### config.mk
export PLATFORM = sky130hd
export DESIGN_NAME = l1_inval_driver
export DESIGN_NICKNAME = d
export VERILOG_FILES = /design/src/rtl/l1inv_pkg.sv /design/src/rtl/l1inv_pending.sv /design/src/rtl/l1inv_seq.sv /design/src/rtl/l1inv_sampler.sv /design/src/rtl/l1_inval_driver.sv
export SDC_FILE = /design/constraint.sdc
export NUM_CORES = 1
export LEC_CHECK = 0
export BUFFER_PORTS_ARGS = -buffer_cell sky130_fd_sc_hd__buf_2
export CAP_MARGIN = 20
export CORE_ASPECT_RATIO = 1.25
export CORE_MARGIN = 1.5
export CORE_UTILIZATION = 46
export CTS_CLUSTER_DIAMETER = 50
export DETAILED_ROUTE_END_ITERATION = 10
export GPL_TIMING_DRIVEN = 0
export PLACE_DENSITY = 0.87
export REMOVE_ABC_BUFFERS = 1
export SYNTH_ARGS = -nofsm -noshare
export SYNTH_HDL_FRONTEND = slang
export SYNTH_HIERARCHICAL = 1
export SYNTH_SLANG_ARGS = --single-unit
### constraint.sdc
create_clock -name clk -period 1.6 [get_ports clk]
set_clock_uncertainty 0.2 [all_clocks]
set_input_delay 0.24 -clock clk [delete_from_list [all_inputs] [get_ports clk]]
set_output_delay 0.24 -clock clk [all_outputs]
set_load 0.02 [all_outputs]
### src/rtl/l1inv_pkg.sv
// Shared types for the primary cache invalidate driver.
package l1inv_pkg;
    typedef enum logic [2:0] {
        ST_IDLE    = 3'd0,
        ST_REQ     = 3'd1,
        ST_DRIVE   = 3'd2,
        ST_WAIT    = 3'd3,
        ST_RELEASE = 3'd4
    } inv_state_t;

    // Attribute bundle bit positions
    localparam int ATTR_RW    = 3;
    localparam int ATTR_BURST = 2;
    localparam int ATTR_INV   = 1;
    localparam int ATTR_GLB   = 0;
    localparam int ATTR_W     = 4;
endpackage

### src/rtl/l1inv_pending.sv
// One-entry holding register for invalidate requests.
// Assumes the requester posts only while ready is high; posts while full are ignored.
// A load in the same cycle as a take keeps the slot full with the new request.
module l1inv_pending #(
    parameter int AW = 32
) (
    input  logic          clk,
    input  logic          rst_n,
    input  logic          req,
    input  logic          dma,
    input  logic [AW-1:0] addr,
    input  logic          take,
    output logic          valid,
    output logic          ready,
    output logic          q_dma,
    output logic [AW-1:0] q_addr
);
    logic load;

    // Accept only when the slot is empty
    always_comb load = req && !valid;

    // Slot contents and occupancy
    always_ff @(posedge clk) begin
        if (!rst_n) begin
            valid  <= 1'b0;
            q_dma  <= 1'b0;
            q_addr <= '0;
        end else begin
            if (load) begin
                valid  <= 1'b1;
                q_dma  <= dma;
                q_addr <= addr;
            end else if (take) begin
                valid <= 1'b0;
            end
        end
    end

    // Ready reflects an empty slot
    always_comb ready = !valid;
endmodule

### src/rtl/l1inv_seq.sv
// Invalidate transaction sequencer: request, grant, drive, wait for ack, release.
// Assumes the processor never drives an address while it has granted the bus to
// this block. The drive phase still refuses to start while proc_av is high.
module l1inv_seq
    import l1inv_pkg::*;
#(
    parameter int   AW       = 32,
    parameter logic RW_LEVEL = 1'b1
) (
    input  logic              clk,
    input  logic              rst_n,
    input  logic              pend_valid,
    input  logic              pend_dma,
    input  logic [AW-1:0]     pend_addr,
    input  logic              grant,
    input  logic              proc_av,
    input  logic              ack,
    output logic              take,
    output logic              bus_req,
    output logic              oe,
    output logic              strobe,
    output logic [ATTR_W-1:0] attr,
    output logic [AW-1:0]     addr
);
    inv_state_t state, state_nx;
    logic       act_dma;

    // Next-state selection
    always_comb begin
        state_nx = state;
        case (state)
            ST_IDLE:    if (pend_valid) state_nx = ST_REQ;
            ST_REQ:     if (grant && !proc_av) state_nx = ST_DRIVE;
            ST_DRIVE:   state_nx = ST_WAIT;
            ST_WAIT:    if (ack) state_nx = ST_RELEASE;
            ST_RELEASE: state_nx = ST_IDLE;
            default:    state_nx = ST_IDLE;
        endcase
    end

    // Pull the pending request when leaving idle
    always_comb take = (state == ST_IDLE) && pend_valid;

    // State, captured request and driven attribute bundle
    always_ff @(posedge clk) begin
        if (!rst_n) begin
            state   <= ST_IDLE;
            act_dma <= 1'b0;
            addr    <= '0;
            attr    <= '0;
        end else begin
            state <= state_nx;
            if (take) begin
                act_dma <= pend_dma;
                addr    <= pend_addr;
            end
            if (state == ST_REQ && state_nx == ST_DRIVE) begin
                attr[ATTR_RW]    <= RW_LEVEL;
                attr[ATTR_BURST] <= act_dma;
                attr[ATTR_INV]   <= 1'b1;
                attr[ATTR_GLB]   <= 1'b1;
            end else if (state_nx == ST_RELEASE) begin
                attr <= '0;
            end
        end
    end

    // Pin controls decoded from state
    always_comb begin
        bus_req = (state == ST_REQ) || (state == ST_DRIVE) || (state == ST_WAIT);
        oe      = (state == ST_DRIVE) || (state == ST_WAIT);
        strobe  = (state == ST_DRIVE);
    end
endmodule

### src/rtl/l1inv_sampler.sv
// Captures the processor's attribute pins while it drives a valid address.
// Holds the last captured value otherwise.
module l1inv_sampler #(
    parameter int W = 4
) (
    input  logic         clk,
    input  logic         rst_n,
    input  logic         en,
    input  logic [W-1:0] pins,
    output logic [W-1:0] seen
);
    // Capture register
    always_ff @(posedge clk) begin
        if (!rst_n) seen <= '0;
        else if (en) seen <= pins;
    end
endmodule

### src/rtl/l1_inval_driver.sv
// Top of the primary cache invalidate driver. Connects the pending slot, the
// sequencer and the input sampler. Pins are split into input, output and a shared
// output enable for the pad ring.
module l1_inval_driver
    import l1inv_pkg::*;
#(
    parameter int   AW       = 32,
    parameter logic RW_LEVEL = 1'b1
) (
    input  logic          clk,
    input  logic          rst_n,
    input  logic          inv_req_i,
    input  logic          inv_dma_i,
    input  logic [AW-1:0] inv_addr_i,
    output logic          inv_ready_o,
    output logic          bus_req_o,
    input  logic          bus_grant_i,
    input  logic          proc_av_i,
    input  logic          xfer_ack_i,
    output logic          pin_oe_o,
    output logic [AW-1:0] addr_o,
    output logic          addr_strobe_o,
    output logic          rw_o,
    output logic          burst_o,
    output logic          inval_o,
    output logic          global_o,
    input  logic          rw_i,
    input  logic          burst_i,
    input  logic          inval_i,
    input  logic          global_i,
    output logic          seen_rw_o,
    output logic          seen_burst_o,
    output logic          seen_inval_o,
    output logic          seen_global_o
);
    logic              p_valid, p_dma, take;
    logic [AW-1:0]     p_addr;
    logic [ATTR_W-1:0] attr, seen;

    l1inv_pending #(.AW(AW)) u_pend (
        .clk(clk), .rst_n(rst_n), .req(inv_req_i), .dma(inv_dma_i),
        .addr(inv_addr_i), .take(take), .valid(p_valid), .ready(inv_ready_o),
        .q_dma(p_dma), .q_addr(p_addr)
    );

    l1inv_seq #(.AW(AW), .RW_LEVEL(RW_LEVEL)) u_seq (
        .clk(clk), .rst_n(rst_n), .pend_valid(p_valid), .pend_dma(p_dma),
        .pend_addr(p_addr), .grant(bus_grant_i), .proc_av(proc_av_i),
        .ack(xfer_ack_i), .take(take), .bus_req(bus_req_o), .oe(pin_oe_o),
        .strobe(addr_strobe_o), .attr(attr), .addr(addr_o)
    );

    l1inv_sampler #(.W(ATTR_W)) u_samp (
        .clk(clk), .rst_n(rst_n), .en(proc_av_i),
        .pins({rw_i, burst_i, inval_i, global_i}), .seen(seen)
    );

    // Unpack bundles onto pins
    always_comb begin
        rw_o          = attr[ATTR_RW];
        burst_o       = attr[ATTR_BURST];
        inval_o       = attr[ATTR_INV];
        global_o      = attr[ATTR_GLB];
        seen_rw_o     = seen[ATTR_RW];
        seen_burst_o  = seen[ATTR_BURST];
        seen_inval_o  = seen[ATTR_INV];
        seen_global_o = seen[ATTR_GLB];
    end
endmodule

==> results of run 1 <==
[area by class of cell]
class / count / area (µm²)
timing repair inverter: 1 / 16.3
multi-input combinational: 230 / 1460
sequential: 76 / 1530
fill: 493 / 1820
clock buffer: 13 / 159
inverter: 3 / 38.8
tap: 85 / 106
timing repair buffer: 143 / 1100
clock inverter: 2 / 10.0
[stage by stage]
| stage | power (W) | std cells | setup TNS (ps) | setup WS [ps] | hold slack, ps |
|---|---|---|---|---|---|
| 5_1_grt | 0.00427 | 553 | -3550 | -111 | 36.8 |
| 3_3_place_gp | 0.00252 | 480 | -99060 | -1790 | 236 |
| 2_1_floorplan | 0.00235 | 309 | -31520 | -517 | 168 |
| 3_5_place_dp | 0.00258 | 484 | -18110 | -526 | 245 |
| 4_1_cts | 0.00403 | 550 | -1310 | -46.4 | 13.1 |
| 6_report | 0.00409 | 553 | -2450 | -89.5 | 69.5 |
[metal layers]
metal / vias to the layer above / global-route usage [%] / share of wire [%]
li1: 1327 / - / -
met1: 1295 / 25.4 / 40
met2: 90 / 42.8 / 55
met3: 11 / 4.31 / 4.1
met4: 0 / 10.9 / 1.0
met5: - / 0 / 0
[power groups by stage]
stage / Combinational, W / Clock (W) / Sequential [W]
6_report: 0.000767 / 0.00128 / 0.00205
5_1_grt: 0.000817 / 0.00140 / 0.00205
4_1_cts: 0.000693 / 0.00130 / 0.00204
3_5_place_dp: 0.000495 / 0 / 0.00208
3_3_place_gp: 0.000450 / 0 / 0.00207
2_1_floorplan: 0.000236 / 0 / 0.00211
[what timing repair did]
action	CTS	global route
cloned	3	0
resized for setup	39	39
hold endpoints to repair	38	0
setup buffers	10	3
hold buffers	38	0
pin swaps	9	11
setup endpoints to repair	37	38
[cell families (layout without fill, tap and decap cells)]
group           Yosys count  after routing  share of synthesized area [%]
compound gates           37             37                           8.60
buf+inv                  27            162                           7.44
simple gates            155            155                           20.8
mux                      38             38                           12.6
flops                    76             76                           50.5
[cell usage after synthesis]
cell type,number,share of area (%)
a21oi_1,17,2.8
a21oi_2,18,5.2
a31oi_1,1,0.21
buf_1,1,0.12
buf_12,3,2.0
buf_2,7,1.2
buf_4,3,0.75
buf_6,5,1.9
buf_8,1,0.50
clkbuf_1,4,0.50
clkinv_1,1,0.12
clkinv_4,1,0.29
dfxtp_1,76,51
inv_1,1,0.12
mux2i_1,38,13
nand2_1,137,17
nand2b_1,2,0.42
nand3_1,2,0.33
nand4b_1,2,0.58
nor2_1,4,0.50
nor2b_1,6,1.2
nor2b_2,1,0.29
o211a_1,1,0.33
or4b_1,1,0.33
[worst max-delay path, delay by kind of cell, from the launching register on]
kind | cells | cell delay, ps
simple gates | 2 | 630
buf+inv | 2 | 350
flops | 1 | 340
compound gates | 1 | 50
[flip-flops by register name, indices dropped and copies added, names as in the netlist]
register,count
u_pend/q_dma,1
u_seq/state,3
u_pend/valid,1
u_seq/attr,2
u_samp/seen,4
u_pend/q_addr,32
u_seq/act_dma,1
u_seq/addr,32
[final timing paths]
| check | endpoint | slack (ps) | from |
|---|---|---|---|
| max | u_seq/addr[17]$_SDFFE_PN0P_ | -90 | u_seq/state[0]$_SDFF_PN0_ |
| min | u_seq/state[2]$_SDFF_PN0_ | 70 | xfer_ack_i |
| max reg2reg | u_seq/addr[17]$_SDFFE_PN0P_ | -90 | u_seq/state[0]$_SDFF_PN0_ |
| min reg2reg | u_seq/addr[6]$_SDFFE_PN0P_ | 250 | u_seq/addr[6]$_SDFFE_PN0P_ |
==> out/metrics.cfg, run 1 <==
[power]
swShare_pct = 27.2
p_clk_share_pct = 31.3
power_frac_comb_pct = 18.7
p_int_w = 0.00298
leakage_nw = 1.97
p_sw_w = 0.00111
power_density_nw_per_um2 = 926
seqPwrFrac_pct = 50.0
irDropWorstVdd_v = 0.000582

[finish]
final_cell_mix = 112 x nand2_1, 84 x buf_2, 72 x dfxtp_1, 38 x dlygate4sd3_1, 38 x mux2i_1
layout-drive-gt1-share_pct = 38.7
stdcell_area_um2 = 4420
antenna_cells = 0
fin_util_pct = 70.8
nets = 507
final_common_cell = nand2_1
area_delta_synth_final_pct = 46.9

[logic_synthesis]
synth.distinct_cells = 24
synth-seq-cells = 76
yosys_warnings = 6
synth.avg_cell_area_um2 = 9.04
synthesis.instances = 333
syn_area_um2 = 3010
synth-seq-area-share_pct = 50.5

[floorplan]
io_pins = 87
die_w_um = 75.4
dieArea_um2 = 7040
start_util_pct = 48.2
die_h_um = 93.4
rows = 32
core_um2 = 6250

[routing]
initialDrtViolationCount = 75
firstDrtPassIters = 4
wl_mm = 8.21
vias = 2723
wire_per_inst_um = 14.8
drtAntennaViolNets = 0
via_per_inst = 4.92
drc = 0

[critical_path]
crit_fanout = 7
end_kind = register
required_ps = 1630
crit_arrival_ps = 1720
slowest_delay_ps = 570
cp_slowest_cell = or4b_4
start_kind = register
worstPathCellList = or4b_4 > buf_12 > buf_16 > nand2_4 > a21oi_2
r2r_cells = 5
critPathKind = register to register

[timing]
post-route-min-period_ps = 1690
finalHoldViolations = 0
setup_slack_ps = -89.5
finalSetupViolations = 37
relSlewSlack_pct = 62.4
slew_viol_final = 0
fmax_mhz = 592
fin_crit_sh_pct = 106
rsz0062_at_grt = true
worst_slew_pin_slew_ps = 565

[clock_network]
h-tree-depth = 3
clock-sinks = 76
numCtsBuffers = 9
clockBufferDepth = 2
clkLatencyLatePin_ps = 340
root_buffer = clkbuf_8
path_clk_slew_ps = 70
cts_tree = built

[grt]
grt_antenna_before_repair = 0
grt_pass1_vias = 2664
grt_max_degree = 45
grt_pass1_wl_mm = 12.4
grt.overflow.total = 0
grt_usage_pct = 23.5

[min_path]
hp-class = input port to register
min_path_cells = 3

[run_status]
status = finished with violations
violations = setup timing

[place]
numPortBuffers = 86
post-dp-hpwl_mm = 4.20
place_area_um2 = 3430
globalplace.congestion = 0.737

[job]
max_cap_viol_count = 0

(Power assumes the default switching activity.)
==> inputs of run 2 (changes only) <==
--- a/config.mk
+++ b/config.mk
@@ -9,11 +9,11 @@
 export CAP_MARGIN = 20
 export CORE_ASPECT_RATIO = 1.25
 export CORE_MARGIN = 1.5
-export CORE_UTILIZATION = 46
+export CORE_UTILIZATION = 30
 export CTS_CLUSTER_DIAMETER = 50
 export DETAILED_ROUTE_END_ITERATION = 10
 export GPL_TIMING_DRIVEN = 0
-export PLACE_DENSITY = 0.87
+export PLACE_DENSITY = 0.65
 export REMOVE_ABC_BUFFERS = 1
 export SYNTH_ARGS = -nofsm -noshare
 export SYNTH_HDL_FRONTEND = slang
==> out/metrics.cfg, run 2 (same netlist as run 1, synthesis figures left out) <==
[routing]
drtAntennaViolNets = 0
initialDrtViolationCount = 44
wire_per_inst_um = 13.4
vias = 2652
wl_mm = 7.91
drc = 0
firstDrtPassIters = 4
via_per_inst = 4.50

[grt]
grt.overflow.total = 0
grt_usage_pct = 15.3
grt_pass1_vias = 2550
grt_antenna_before_repair = 0
grt_pass1_wl_mm = 12.4
grt_max_degree = 50

[floorplan]
start_util_pct = 31.0
die_h_um = 115
dieArea_um2 = 10600
rows = 40
core_um2 = 9710
io_pins = 87
die_w_um = 92.6

[clock_network]
clock-sinks = 76
path_clk_slew_ps = 60
cts_tree = built
h-tree-depth = 3
root_buffer = clkbuf_16
clockBufferDepth = 2
clkLatencyLatePin_ps = 320
numCtsBuffers = 9

[timing]
worst_slew_pin_slew_ps = 530
setup_slack_ps = -77.7
finalSetupViolations = 35
finalSetupTns_ps = -1420
finalHoldViolations = 0
relSlewSlack_pct = 64.6
fin_crit_sh_pct = 105
fmax_mhz = 596
slew_viol_final = 0
fin_hold_ws_ps = 67.3
post-route-min-period_ps = 1680
rsz0062_at_grt = true

[critical_path]
worstPathCellList = or4b_4 > buf_4 > buf_16 > nand2_1 > a21oi_2
required_ps = 1600
crit_arrival_ps = 1680
crit_fanout = 7
end_kind = register
start_kind = register
slowest_delay_ps = 570
cp_slowest_cell = or4b_4
critPathKind = register to register

[run_status]
status = finished with violations
violations = setup timing

[finish]
antenna_cells = 0
final_common_cell = nand2_1
regArea_um2 = 1530
stdcell_area_um2 = 4410
nets = 501
area_delta_synth_final_pct = 46.6
stdcell_count = 589
fillCellCount = 950
layout-drive-gt1-share_pct = 34.3
final_cell_mix = 123 x nand2_1, 85 x buf_2, 72 x dfxtp_1, 38 x dlygate4sd3_1, 38 x mux2i_1
reg.largest.list = u_pend/q_addr: 32 flops, u_seq/addr: 32 flops, u_samp/seen: 4 flops
multiInputGateArea_um2 = 1340

[place]
post-dp-hpwl_mm = 4.38
globalplace.congestion = 0.669
dp_cells = 525
numPortBuffers = 86
place_area_um2 = 3490

[min_path]
hp-class = input port to register

[power]
irDropWorstVdd_v = 0.000497
power_density_nw_per_um2 = 1080
leakage_nw = 1.92
power_w = 0.00475

[job]
max_cap_viol_count = 0

[run 2: cell count changes in the layout (fill, tap and decap cells not counted), sizes merged]
cell / delta
buf: -8
bufinv: +1
clkbuf: -2
clkinv: +2
inv: +1
or4b: +1
[run 2: routing by layer]
metal	part of all wire [%]	GRT usage, %
met2	50	27.1
met3	4.1	3.97
met1	45	17.5
met5	0	0
met4	1.6	6.26
[run 2: layout make-up]
class / instances / area share (%)
Clock buffer: 11 / 5.73
Clock inverter: 5 / 1.13
Inverter: 3 / 0.907
Multi-Input combinational cell: 231 / 30.3
Sequential cell: 76 / 34.8
Tap cell: 126 / 3.57
Timing Repair Buffer: 135 / 22.5
Timing Repair inverter: 2 / 1.05
[run 2: power breakdown]
part / switching (W) / internal (W)
logic: 0.000373 / 0.000307
registers: 0.0000591 / 0.00199
clock network: 0.000741 / 0.00128
[run 2: final timing paths]
kind                                  startpoint                     endpoint  slack [ps]  cells after the start
hold reg to reg   u_pend/q_addr[22]$_SDFFE_PN0P_  u_seq/addr[22]$_SDFFE_PN0P_         250                      2
setup reg to reg       u_seq/state[1]$_SDFF_PN0_  u_seq/addr[19]$_SDFFE_PN0P_         -80                      5
hold / removal                        xfer_ack_i    u_seq/state[1]$_SDFF_PN0_          70                      4
setup / recovery       u_seq/state[1]$_SDFF_PN0_  u_seq/addr[19]$_SDFFE_PN0P_         -80                      5
[run 2: timing repair]
item,4_1_cts,5_1_grt
resized for setup,26,9
gates cloned,4,0
pin swaps,2,0
hold buffers,38,0
endpoints found under the setup margin,55,39
hold endpoints to repair,38,0
buffers inserted,6,0
[run 2: through the flow]
stage / setup WS, ps / util, %
final: -77.7 / 45.5
after global routing: -112 / 45.5
after CTS: -69.9 / 45.2
after detailed placement: -891 / 35.9
after global placement: -1920 / 34.9
after floorplan: -517 / -
[run 2: critical path: cells and delay by family (launching register included)]
kind                   cells  cell delay, ps
DFF                        1             350
and+or+nand+nor            2             640
AOI/OAI and AO/OA          1              50
buffers and inverters      2             320
==> inputs of run 3 (changes only) <==
--- a/config.mk
+++ b/config.mk
@@ -8,7 +8,7 @@
 export BUFFER_PORTS_ARGS = -buffer_cell sky130_fd_sc_hd__buf_2
 export CAP_MARGIN = 20
 export CORE_ASPECT_RATIO = 1.25
-export CORE_MARGIN = 1.5
+export CORE_MARGIN = 10
 export CORE_UTILIZATION = 30
 export CTS_CLUSTER_DIAMETER = 50
 export DETAILED_ROUTE_END_ITERATION = 10
==> out/metrics.cfg, run 3 (same netlist as run 1, synthesis figures left out) <==
[run_status]
status = finished with violations
violations = setup timing

[clock_network]
clkLatencyLatePin_ps = 330
path_clk_slew_ps = 50
h-tree-depth = 3
clock-sinks = 76
numCtsBuffers = 9
cts_tree = built
root_buffer = clkbuf_16
clockBufferDepth = 2

[routing]
drtAntennaViolNets = 0
drc = 0
initialDrtViolationCount = 79
via_per_inst = 4.46
wire_per_inst_um = 15.3
vias = 2648
firstDrtPassIters = 4
wl_mm = 9.08

[grt]
grt_pass1_wl_mm = 14.6
grt_use_met2_pct = 21.1
grt_usage_pct = 12.8
grt.overflow.total = 0
busiest_layer = met2
grtUsageMet3_pct = 3.18
grt_max_degree = 40
grtUsageMet1_pct = 15.3
grt_antenna_before_repair = 0
grt_pass1_vias = 2783

[timing]
relSlewSlack_pct = 75.2
slew_viol_final = 0
finalHoldViolations = 0
worst_slew_pin_slew_ps = 371
rsz0062_at_grt = true
finalSetupViolations = 34
fmax_mhz = 585
setup_slack_ps = -109
finalSetupTns_ps = -2400
post-route-min-period_ps = 1710
fin_crit_sh_pct = 107

[min_path]
hp-class = input port to register

[finish]
regArea_um2 = 1540
nets = 506
multiInputGateArea_um2 = 1440
fillCellCount = 942
fin_util_pct = 46.7
reg.largest.list = u_pend/q_addr: 32 flops, u_seq/addr: 32 flops, u_samp/seen: 4 flops
layout-drive-gt1-share_pct = 36.1
area_delta_synth_final_pct = 50.7
final_cell_mix = 117 x nand2_1, 84 x buf_2, 72 x dfxtp_1, 38 x dlygate4sd3_1, 38 x mux2i_1
final_common_cell = nand2_1
antenna_cells = 0

[power]
irDropWorstVdd_v = 0.000485
power_density_nw_per_um2 = 1020
leakage_nw = 1.98

[floorplan]
die_w_um = 110
io_pins = 87
die_h_um = 132
rows = 40
core_um2 = 9710
start_util_pct = 31.0
dieArea_um2 = 14500

[place]
numPortBuffers = 86
globalplace.congestion = 0.726
post-dp-hpwl_mm = 5.05

[critical_path]
end_kind = register
start_kind = register
crit_arrival_ps = 1710
critPathKind = register to register
crit_fanout = 6
required_ps = 1600

[job]
max_cap_viol_count = 0

run 3: changes by cell type in the layout (fill, tap and decap cells not counted), sizes merged:
cell,change
or4b,+2
clkbuf,+3
clkinv,-2
buf,+3
bufinv,-1
run 3: what timing repair did:
item / in CTS / in global routing
endpoints found under the hold margin: 38 / 0
gates resized for setup: 44 / 22
hold buffers: 38 / 0
pin swaps: 10 / 11
buffers inserted: 10 / 0
gates cloned: 5 / 1
setup endpoints to repair: 56 / 37
run 3: report_power, final:
| group | total (W) | switching [W] | internal [W] |
|---|---|---|---|
| logic | 0.000752 | 0.000404 | 0.000347 |
| registers | 0.00205 | 0.0000603 | 0.00199 |
| clock network | 0.00181 | 0.000726 | 0.00109 |
| total | 0.00461 | 0.00119 | 0.00342 |
run 3: final timing paths:
kind	from	to	slack (ps)	cells past startpoint
max	u_seq/state[2]$_SDFF_PN0_	u_seq/addr[16]$_SDFFE_PN0P_	-110	5
min reg2reg	u_pend/q_addr[12]$_SDFFE_PN0P_	u_seq/addr[12]$_SDFFE_PN0P_	250	2
max reg2reg	u_seq/state[2]$_SDFF_PN0_	u_seq/addr[16]$_SDFFE_PN0P_	-110	5
min	xfer_ack_i	u_seq/state[1]$_SDFF_PN0_	30	4
run 3: stage by stage:
| step | power (W) | hold slack, ps | area, µm² | cells | setup WS [ps] |
|---|---|---|---|---|---|
| after detailed placement | 0.00257 | 245 | 3460 | 524 | -885 |
| final | 0.00461 | 30.0 | 4540 | 594 | -109 |
| after global placement | 0.00254 | 238 | 3390 | 521 | -1900 |
| after global routing | 0.00482 | 47.8 | 4540 | 594 | -136 |
| after CTS | 0.00465 | 13.4 | 4440 | 593 | -86.8 |
| after floorplan | 0.00235 | 168 | 2800 | 309 | -517 |
run 3: area by class of cell:
type	instances	share of cell area [%]
sequential	76	33.9
tap	126	3.47
timing repair inverter	2	0.910
clock buffer	14	5.60
inverter	3	0.855
multi-input combinational	233	31.7
clock inverter	2	0.221
timing repair buffer	138	23.4
run 3: routing by layer:
metal  wire (µm)  vias to the layer above
met5           0                        -
met2        4520                       61
met1        3910                     1235
met4         145                        0
li1            -                     1341
met3         505                       11
run 3: worst max-delay path, cell delays in order, from the launching register on:
cell and delay (ps):
dfxtp_4 360, or4b_4 570, buf_12 190, buf_12 160
nand2_4 50, a21oi_2 50
